## src/rtl/dafir_pkg.sv

```systemverilog
package dafir_pkg;

    // Table form chosen at elaboration
    typedef enum logic {
        CODE_TWOS   = 1'b0,   // full 2^TAPS table, zero preload
        CODE_OFFSET = 1'b1    // half table, odd-symmetry negation, constant preload
    } da_code_e;

endpackage

```

## src/rtl/dafir_seq.sv

```systemverilog
// Bit-cycle sequencer: one counter, start acceptance, sign-bit strobe
module dafir_seq #(
    parameter int DW = 8
) (
    input  logic clk,
    input  logic rst_n,
    input  logic start_i,
    output logic load_o,
    output logic busy_o,
    output logic sign_o
);
    localparam int CNTW = (DW > 2) ? $clog2(DW) : 1;

    typedef struct packed {
        logic            busy;
        logic [CNTW-1:0] cnt;
    } seq_t;

    seq_t s_d, s_q;
    logic last_bit;
    logic accept;

    always_comb begin
        last_bit = s_q.busy && (s_q.cnt == CNTW'(DW - 1));
        accept   = start_i && (!s_q.busy || last_bit);
        s_d      = s_q;
        if (accept) begin
            s_d.busy = 1'b1;
            s_d.cnt  = '0;
        end else if (last_bit) begin
            s_d.busy = 1'b0;
            s_d.cnt  = '0;
        end else if (s_q.busy) begin
            s_d.cnt  = s_q.cnt + 1'b1;
        end
    end

    always_ff @(posedge clk or negedge rst_n) begin
        if (!rst_n) s_q <= '0;
        else        s_q <= s_d;
    end

    assign load_o = accept;
    assign busy_o = s_q.busy;
    assign sign_o = last_bit;
endmodule

```

## src/rtl/dafir_bits.sv

```systemverilog
// Parallel-load shift registers, one per tap, emitting the LSB first
module dafir_bits #(
    parameter int TAPS = 4,
    parameter int DW   = 8
) (
    input  logic               clk,
    input  logic               rst_n,
    input  logic               load_i,
    input  logic               shift_i,
    input  logic [TAPS*DW-1:0] taps_i,
    output logic [TAPS-1:0]    bits_o
);
    logic [DW-1:0] sr_d [TAPS];
    logic [DW-1:0] sr_q [TAPS];

    for (genvar k = 0; k < TAPS; k++) begin : g_tap
        always_comb begin
            sr_d[k] = sr_q[k];
            if (load_i)       sr_d[k] = taps_i[k*DW +: DW];
            else if (shift_i) sr_d[k] = {sr_q[k][DW-1], sr_q[k][DW-1:1]};
        end

        always_ff @(posedge clk or negedge rst_n) begin
            if (!rst_n) sr_q[k] <= '0;
            else        sr_q[k] <= sr_d[k];
        end

        assign bits_o[k] = sr_q[k][0];
    end
endmodule

```

## src/rtl/dafir_table.sv

```systemverilog
// Coefficient partial-sum table built at elaboration; variant picked by CODING
module dafir_table
    import dafir_pkg::*;
#(
    parameter int                TAPS   = 4,
    parameter int                CW     = 8,
    parameter int                TW     = 11,
    parameter da_code_e          CODING = CODE_OFFSET,
    parameter logic [TAPS*CW-1:0] COEFS = '0
) (
    input  logic [TAPS-1:0]        addr_i,
    output logic signed [TW-1:0]   val_o
);
    function automatic int coef(input int k);
        return int'($signed(COEFS[k*CW +: CW]));
    endfunction

    // Plain entry: sum of coefficients whose address bit is 1
    function automatic logic signed [TW-1:0] plain_entry(input int a);
        int s = 0;
        for (int k = 0; k < TAPS; k++)
            if (((a >> k) & 1) == 1) s += coef(k);
        return TW'(s);
    endfunction

    // Half entry: top tap counted +1, the rest +1/-1 by address bit
    function automatic logic signed [TW-1:0] half_entry(input int a);
        int s = coef(TAPS - 1);
        for (int k = 0; k < TAPS - 1; k++)
            s += (((a >> k) & 1) == 1) ? coef(k) : -coef(k);
        return TW'(s);
    endfunction

    if (CODING == CODE_TWOS) begin : g_plain
        localparam int ENTRIES = 1 << TAPS;
        logic signed [TW-1:0] rom [ENTRIES];
        for (genvar i = 0; i < ENTRIES; i++) begin : g_ent
            assign rom[i] = plain_entry(i);
        end
        assign val_o = rom[addr_i];
    end else begin : g_half
        localparam int ENTRIES = 1 << (TAPS - 1);
        logic signed [TW-1:0] rom [ENTRIES];
        logic [TAPS-2:0]      idx;
        for (genvar i = 0; i < ENTRIES; i++) begin : g_ent
            assign rom[i] = half_entry(i);
        end
        always_comb begin
            if (addr_i[TAPS-1]) begin
                idx   = addr_i[TAPS-2:0];
                val_o = rom[idx];
            end else begin
                idx   = ~addr_i[TAPS-2:0];
                val_o = -rom[idx];
            end
        end
    end
endmodule

```

## src/rtl/dafir_fir.sv

```systemverilog
// Top: multiplier-free dot product by bit-serial table lookup and shift-accumulate
module dafir_fir
    import dafir_pkg::*;
#(
    parameter int                 TAPS   = 4,
    parameter int                 DW     = 8,
    parameter int                 CW     = 8,
    parameter da_code_e           CODING = CODE_OFFSET,
    parameter logic [TAPS*CW-1:0] COEFS  = {8'h80, 8'h7F, 8'hA6, 8'h25},
    localparam int                TW     = CW + $clog2(TAPS) + 1,
    localparam int                AW     = TW + DW + 1,
    localparam int                RW     = CW + DW + $clog2(TAPS)
) (
    input  logic               clk,
    input  logic               rst_n,
    input  logic               start_i,
    input  logic [TAPS*DW-1:0] taps_i,
    output logic [RW-1:0]      result_o,
    output logic               done_o
);
    function automatic int coef_sum();
        int s = 0;
        for (int k = 0; k < TAPS; k++) s += int'($signed(COEFS[k*CW +: CW]));
        return s;
    endfunction

    // Initial condition: cancels the offset-binary bias after DW halvings
    localparam logic signed [AW-1:0] IC =
        (CODING == CODE_OFFSET) ? AW'(-coef_sum() * (2 ** DW)) : '0;

    typedef struct packed {
        logic signed [AW-1:0] acc;
        logic [RW-1:0]        res;
        logic                 done;
    } acc_t;

    acc_t s_d, s_q;

    logic                 load;
    logic                 busy;
    logic                 sign;
    logic [TAPS-1:0]      bits;
    logic signed [TW-1:0] tval;
    logic signed [AW-1:0] step;
    logic signed [AW-1:0] acc_next;

    dafir_seq #(.DW(DW)) u_seq (
        .clk    (clk),
        .rst_n  (rst_n),
        .start_i(start_i),
        .load_o (load),
        .busy_o (busy),
        .sign_o (sign)
    );

    dafir_bits #(.TAPS(TAPS), .DW(DW)) u_bits (
        .clk    (clk),
        .rst_n  (rst_n),
        .load_i (load),
        .shift_i(busy),
        .taps_i (taps_i),
        .bits_o (bits)
    );

    dafir_table #(
        .TAPS  (TAPS),
        .CW    (CW),
        .TW    (TW),
        .CODING(CODING),
        .COEFS (COEFS)
    ) u_table (
        .addr_i(bits),
        .val_o (tval)
    );

    always_comb begin
        step     = {{(AW-TW){tval[TW-1]}}, tval} <<< (DW - 1);
        acc_next = (s_q.acc >>> 1) + (sign ? -step : step);

        s_d      = s_q;
        s_d.done = sign;
        if (sign) begin
            if (CODING == CODE_OFFSET) s_d.res = RW'(acc_next >>> 1);
            else                       s_d.res = RW'(acc_next);
        end
        if (load)      s_d.acc = IC;
        else if (busy) s_d.acc = acc_next;
    end

    always_ff @(posedge clk or negedge rst_n) begin
        if (!rst_n) s_q <= '0;
        else        s_q <= s_d;
    end

    assign result_o = s_q.res;
    assign done_o   = s_q.done;
endmodule

```

## config.mk

```make
export PLATFORM = sky130hd
export DESIGN_NAME = dafir_fir
export DESIGN_NICKNAME = d
export VERILOG_FILES = /design/src/rtl/dafir_pkg.sv /design/src/rtl/dafir_seq.sv /design/src/rtl/dafir_bits.sv /design/src/rtl/dafir_table.sv /design/src/rtl/dafir_fir.sv
export SDC_FILE = /design/constraint.sdc
export NUM_CORES = 1
export LEC_CHECK = 0
export BUFFER_PORTS_ARGS = -buffer_cell sky130_fd_sc_hd__buf_4
export CORE_MARGIN = 1.5
export CORE_UTILIZATION = 45
export DETAILED_ROUTE_END_ITERATION = 8
export PLACE_DENSITY = 0.7
export SLEW_MARGIN = 20
export SYNTH_ARGS = -nofsm -noshare
export SYNTH_HDL_FRONTEND = slang
export SYNTH_SLANG_ARGS = --single-unit
```

## constraint.sdc

```tcl
create_clock -name clk -period 8.9 [get_ports clk]
set_input_delay 0.89 -clock clk [delete_from_list [all_inputs] [get_ports clk]]
set_output_delay 0.89 -clock clk [all_outputs]
set_load 0.01 [all_outputs]
```

==> results of run 1 <==
[Yosys cell counts, types with 2 or more instances]
cell	count	area, um^2
a31oi_1	3	18.8
nor2_1	18	67.6
clkbuf_1	15	56.3
xnor2_1	15	131
o21ai_0	16	80.1
ha_1	23	288
nand3_1	3	15.0
a22oi_1	24	180
mux2_2	7	78.8
a22o_1	6	52.6
a21oi_1	12	60.1
dfrtp_1	73	1830
xor2_1	7	61.3
nor3_1	3	15.0
nand2_1	134	503
buf_1	2	7.51
a21o_1	7	52.6
inv_1	7	26.3
buf_4	19	143
buf_6	4	45.0
mux2i_1	5	50.1
nor2b_1	5	31.3
o21ai_1	11	55.1
[critical path: stages (launching register included)]
cell      delay (ps)
dfrtp_1          540
inv_1            150
ha_1             340
mux2_2           280
ha_1             260
xor2_1           150
mux4_2           500
clkinv_2          80
and3_4           200
nor2_1            50
xor2_1           180
ha_1             330
a21o_1           200
a21oi_1          180
nand4b_1         140
a41oi_1          380
nand3_1          130
mux2_4           300
nand3_2           70
[metal layers]
metal  vias up  routed length [um]  GRT usage (%)
li1       1554                   -              -
met3        22                 382           4.75
met1      1524                3660           23.0
met2        76                4100           30.5
met5         -                   0              0
met4         0                 208           7.36
[registers in the layout, indices dropped and copies added, names as in the netlist]
name and count:
s_q 18, u_seq.busy_o 1, u_seq.s_q 3, u_bits.sr_q 28, result_o 18, done_o 1
u_bits.bits_o 4
[worst paths after layout]
kind | from | endpoint | slack [ps]
max | u_bits.bits_o[0]$_DFFE_PN0P_ | s_q[38]$_DFFE_PN0P_ | 4360
min | u_bits.sr_q[18]$_DFFE_PN0P_ | u_bits.sr_q[17]$_DFFE_PN0P_ | 470
max reg2reg | u_bits.bits_o[0]$_DFFE_PN0P_ | s_q[38]$_DFFE_PN0P_ | 4360
min reg2reg | u_bits.sr_q[18]$_DFFE_PN0P_ | u_bits.sr_q[17]$_DFFE_PN0P_ | 470
max in group asynchronous | rst_n | result_o[17]$_DFFE_PN0P_ | 7630
min in group asynchronous | rst_n | s_q[37]$_DFFE_PN0P_ | 650
[cells by family (layout without fill, tap and decap cells)]
logic type	after synthesis	count (layout)	share of synthesized area, %
muxes	14	14	4.01
xor gates and xnor gates	22	22	4.65
DFF	73	73	44.1
adders and majority gates	24	24	7.43
AOI/OAI and AO/OA	90	90	15.2
buffers and inverters	49	80	6.91
and+or+nand+nor	175	175	17.7
[cell type report]
cell class                      instances  area, um^2
Inverter                                9        35.0
Sequential cell                        73        1830
Multi-Input combinational cell        325        2040
Clock inverter                          6         138
Tap cell                              108         135
Fill cell                             802        4090
Timing Repair Buffer                   56         420
Clock buffer                            9         124
[per-stage QoR]
step | instances | utilization [%] | instance area [um^2] | setup slack, ps | hold slack [ps]
6_report | 586 | 53.6 | 4720 | 4360 | 474
5_1_grt | 586 | 53.6 | 4720 | 4030 | 501
4_1_cts | 586 | 53.6 | 4720 | 4350 | 476
3_5_place_dp | 571 | 50.6 | 4460 | 4390 | 461
3_3_place_gp | 571 | 50.6 | 4460 | 4560 | 453
2_1_floorplan | 447 | - | 4150 | 4850 | 433
==> impl_metrics.csv, run 1 <==
group,metric,value,unit
timing,finalSetupTns,0,ps
placement,dp_hpwl,5780,um
synthesis,synthesis.instances,447,
timing,maxSlewHeadroom,39.0,%
cts,cts_max_level,3,
die,dieHeight,99.0,um
cts,cts_buffers,9,
finish,nets,533,
timing,rsz0062_at_grt,"false",
global_route,grt_pass1_wl,14400,um
synthesis,syn_nets,506,
placement,port_buffers,53,
synthesis,synth_seq_area_share,44.1,%
finish,layout_common_cells,"nand2_1 (134), dfrtp_1 (73), buf_4 (56), a22oi_1 (24), ha_1 (23)",
finish,drive_above_1_share,19.0,%
routing,drtPass1Iterations,6,
worst_setup_path,start_kind,"flop",
timing,fmax,0.220,GHz
global_route,track_usage,18.4,%
timing,slew_viol_final,0,
routing,routedWlPerCell,14.2,um
cts,cts_hold_buf,0,
global_route,overflow,0,
worst_setup_path,crit_arrival,4830,ps
job,cap_viol_max_count,0,
die,die_x,99.0,um
synthesis,synth.avg_cell_area,9.27,um^2
finish,final_common_cell,"nand2_1",
die,ioPinCount,54,
outcome,violations,"DRC",
cts,cts.sinks,73,
worst_setup_path,crit_required,9190,ps
synthesis,async_reset_ff_share,100,%
global_route,grt_max_degree,74,
routing,vias_per_cell,5.42,
cts,cts_tree,"done",
finish,area_delta_synth_final,13.8,%
routing,vias,3176,
synthesis,synth_edf_count,0,
synthesis,ys.flop_type,"dfrtp_1",
timing,fin_crit_sh,51.0,%
routing,drc,5,
finish,antenna_cells,0,
routing,ant_nets,0,
die,start_util,47.1,%
placement,gp_congestion,0.882,
worst_setup_path,path_class,"flop to flop",
cts,clockRootBuffer,"clkbuf_8",
outcome,status,"finished with violations",
global_route,antenna_found_initial,0,
routing,drt_iter0_markers,150,
cts,post_cts_resized,0,
synthesis,synth_seq_cells,73,
timing,fin_crit,4540,ps
timing,timing.final.setup_violations,0,
die,core,0.00881,mm^2
synthesis,yosysWarnings,0,
die,die_area,0.00980,mm^2
cts,post_cts_buffers,0,
routing,wirelength,8350,um
synthesis,syn_area,0.00415,mm^2
cts,clkLatencyLatePin,350,ps
timing,worst_pin_slew,916,ps
timing,fin_skew,12.5,ps
worst_setup_path,ff2ff_path_depth,18,
cts,cts.clk_slew.worst_paths,90,ps
synthesis,ys_types,51,
worst_hold_path,hold_path_depth,2,
cts,cts_buffer_depth,2,
global_route,grt_pass1_vias,3162,
worst_hold_path,hold_class,"flop to flop",
worst_setup_path,cp_max_fo,10,
die,placementRows,34,
timing,hold_violations,0,
worst_setup_path,crit_path_end_kind,"flop",
Power of run 1 is not shown: default switching activity piles up to over one toggle a cycle in this logic, so the estimate is an artifact.
==> run 2, diff against run 1 <==
--- a/config.mk
+++ b/config.mk
@@ -5,6 +5,7 @@
 export SDC_FILE = /design/constraint.sdc
 export NUM_CORES = 1
 export LEC_CHECK = 0
+export ABC_AREA = 1
 export BUFFER_PORTS_ARGS = -buffer_cell sky130_fd_sc_hd__buf_4
 export CORE_MARGIN = 1.5
 export CORE_UTILIZATION = 45
==> constraint.sdc (replaced) <==
create_clock -name clk -period 4.6 [get_ports clk]
set_input_delay 0.46 -clock clk [delete_from_list [all_inputs] [get_ports clk]]
set_output_delay 0.46 -clock clk [all_outputs]
set_load 0.01 [all_outputs]
==> run 2 against run 1 <==
Against the previous run: the flow now finishes without violations; clock skew fell by 3.8 ps; worst setup slack got worse by 3700 ps; synthesized cell count rose by 7.4%; non-clock buffer count is 1 higher; final cell count increased by 6.7%; via count up 1.9%; flip-flop and latch count is the same; routed wire length down 2.1%; largest cell class unchanged.
==> impl_metrics.csv, run 2 <==
group,metric,value,unit
job,cap_viol_max_count,0,
cts,cts_max_level,3,
cts,post_cts_resized,0,
routing,wirelength,8180,um
timing,rsz0062_at_grt,"false",
finish,drive_above_1_share,20.1,%
global_route,track_usage,18.3,%
finish,layout_common_cells,"nand2_1 (112), dfrtp_1 (73), buf_4 (57), inv_1 (53), o21ai_0 (31)",
die,start_util,46.9,%
cts,clockRootBuffer,"clkbuf_8",
cts,cts_hold_buf,0,
global_route,antenna_found_initial,0,
synthesis,yosysWarnings,0,
synthesis,synth.most_common_cell,"nand2_1",
timing,fin_skew,8.74,ps
timing,worst_pin_slew,1000,ps
synthesis,yosys.area.top_type,"dfrtp_1",
placement,port_buffers,53,
synthesis,netlist_top_cells_area,"dfrtp_1 (44%), nand2_1 (10%), ha_1 (7.0%)",
cts,cts.sinks,73,
outcome,status,"complete, no violations",
synthesis,synthesis.instances,480,
finish,top_register,"u_bits.sr_q",
synthesis,synth_top_area_share,44.3,%
global_route,grt_max_degree,74,
worst_setup_path,path_buf_inv,3,
finish,largest_register_ffs,28,
worst_setup_path,crit_required,4860,ps
synthesis,syn_area,0.00413,mm^2
worst_setup_path,path_class,"flop to flop",
timing,fin_crit,3940,ps
worst_setup_path,start_kind,"flop",
routing,vias_per_cell,5.18,
routing,routedWlPerCell,13.1,um
finish,nFillCells,818,
timing,slew_viol_final,0,
synthesis,syn_nets,539,
cts,cts_buffers,9,
finish,final_common_cell,"nand2_1",
routing,drc,0,
worst_setup_path,crit_arrival,4200,ps
worst_setup_path,path_delay_family,"adder cells",
worst_hold_path,hold_class,"primary input to asynchronous set/reset pin",
synthesis,async_reset_ff_share,100,%
die,ioPinCount,54,
worst_setup_path,cp_max_fo,4,
timing,fmax,0.254,GHz
cts,cts_buffer_depth,2,
synthesis,synth_common_cells,"nand2_1 (112), dfrtp_1 (73), inv_1 (54), o21ai_0 (31), nor2_1 (24)",
finish,nets,571,
finish,antenna_cells,0,
global_route,overflow,0,
synthesis,synth_seq_area_share,44.3,%
timing,timing.final.setup_violations,0,
cts,clkLatencyLatePin,360,ps
global_route,grt_pass1_vias,3333,
worst_setup_path,cp_slowest_cell,"dfrtp_1",
cts,cts.clk_slew.worst_paths,90,ps
die,die_x,98.8,um
routing,ant_nets,0,
timing,fin_crit_sh,85.6,%
synthesis,synth_edf_count,0,
synthesis,ys_types,36,
synthesis,synth.avg_cell_area,8.60,um^2
die,core,0.00881,mm^2
worst_setup_path,cp_common_cell,"ha_1",
finish,area_delta_synth_final,12.9,%
placement,gp_congestion,0.836,
synthesis,ys.flop_type,"dfrtp_1",
cts,cts_tree,"done",
placement,dp_hpwl,5800,um
worst_setup_path,worstPathCellList,"inv_2 > ha_1 > o21ai_2 > inv_1 > ha_1 > o21ai_2 > ha_1 > nand3_1 > nor2_1 > a21oi_1 > xor2_1 > inv_1 > ha_1 > nand2_1 > o21ai_0 > a21oi_1 > nor2_1 > o21ai_0 > nand2_1 > or2_2 > nand3_1 > nand2_1",
die,dieHeight,98.8,um
synthesis,synth_seq_cells,73,
die,placementRows,34,
timing,finalSetupTns,0,ps
die,die_area,0.00976,mm^2
cts,post_cts_buffers,0,
timing,maxSlewHeadroom,32.7,%
global_route,grt_pass1_wl,14500,um
timing,hold_violations,0,
routing,drt_iter0_markers,129,
worst_setup_path,crit_path_end_kind,"flop",
routing,drtPass1Iterations,4,
routing,vias,3235,
worst_setup_path,slowest_delay,490,ps
-- run 2: area by class of cell --
type	instances	area [um^2]	area share [%]
Clock inverter	7	60.1	1.29
Timing Repair Buffer	57	428	9.18
Multi-Input combinational cell	313	1860	39.9
Inverter	58	225	4.83
Tap cell	108	135	2.90
Sequential cell	73	1830	39.2
Clock buffer	9	124	2.66
-- run 2: worst paths after layout --
path,start,to,slack (ps),cells past startpoint
max reg2reg,u_bits.bits_o[0]$_DFFE_PN0P_,s_q[37]$_DFFE_PN0P_,660,22
max,u_bits.bits_o[0]$_DFFE_PN0P_,s_q[37]$_DFFE_PN0P_,660,22
min in group clk,taps_i[31],u_bits.sr_q[7]$_DFFE_PN0P_,290,3
max in group asynchronous,rst_n,s_q[28]$_DFFE_PN0P_,3780,1
min reg2reg,u_bits.sr_q[15]$_DFFE_PN0P_,u_bits.sr_q[15]$_DFFE_PN0P_,470,2
min,rst_n,s_q[36]$_DFFE_PN0P_,220,1
-- run 2: through the flow --
stage,setup slack [ps],utilization (%),instances,hold slack (ps),area [um^2]
global placement,813,50.8,609,451,4480
detailed placement,694,50.8,609,455,4480
floorplan,1000,-,480,164,4130
CTS,682,52.9,625,269,4660
finish,661,52.9,625,223,4660
global route,270,52.9,625,303,4660
-- run 2: cell families after synthesis --
logic type,synth area share (%)
compound gates,15.8
simple gates,19.0
buf+inv,10.7
xor+xnor,2.76
flops,44.3
fa+ha+maj,7.46
-- run 2: routing by layer --
metal	GRT usage (%)	wire (um)
met2	30.1	3900
met3	4.11	369
met5	0	0
met4	7.25	91
met1	23.4	3820
Power of run 2 is left out for the same reason.
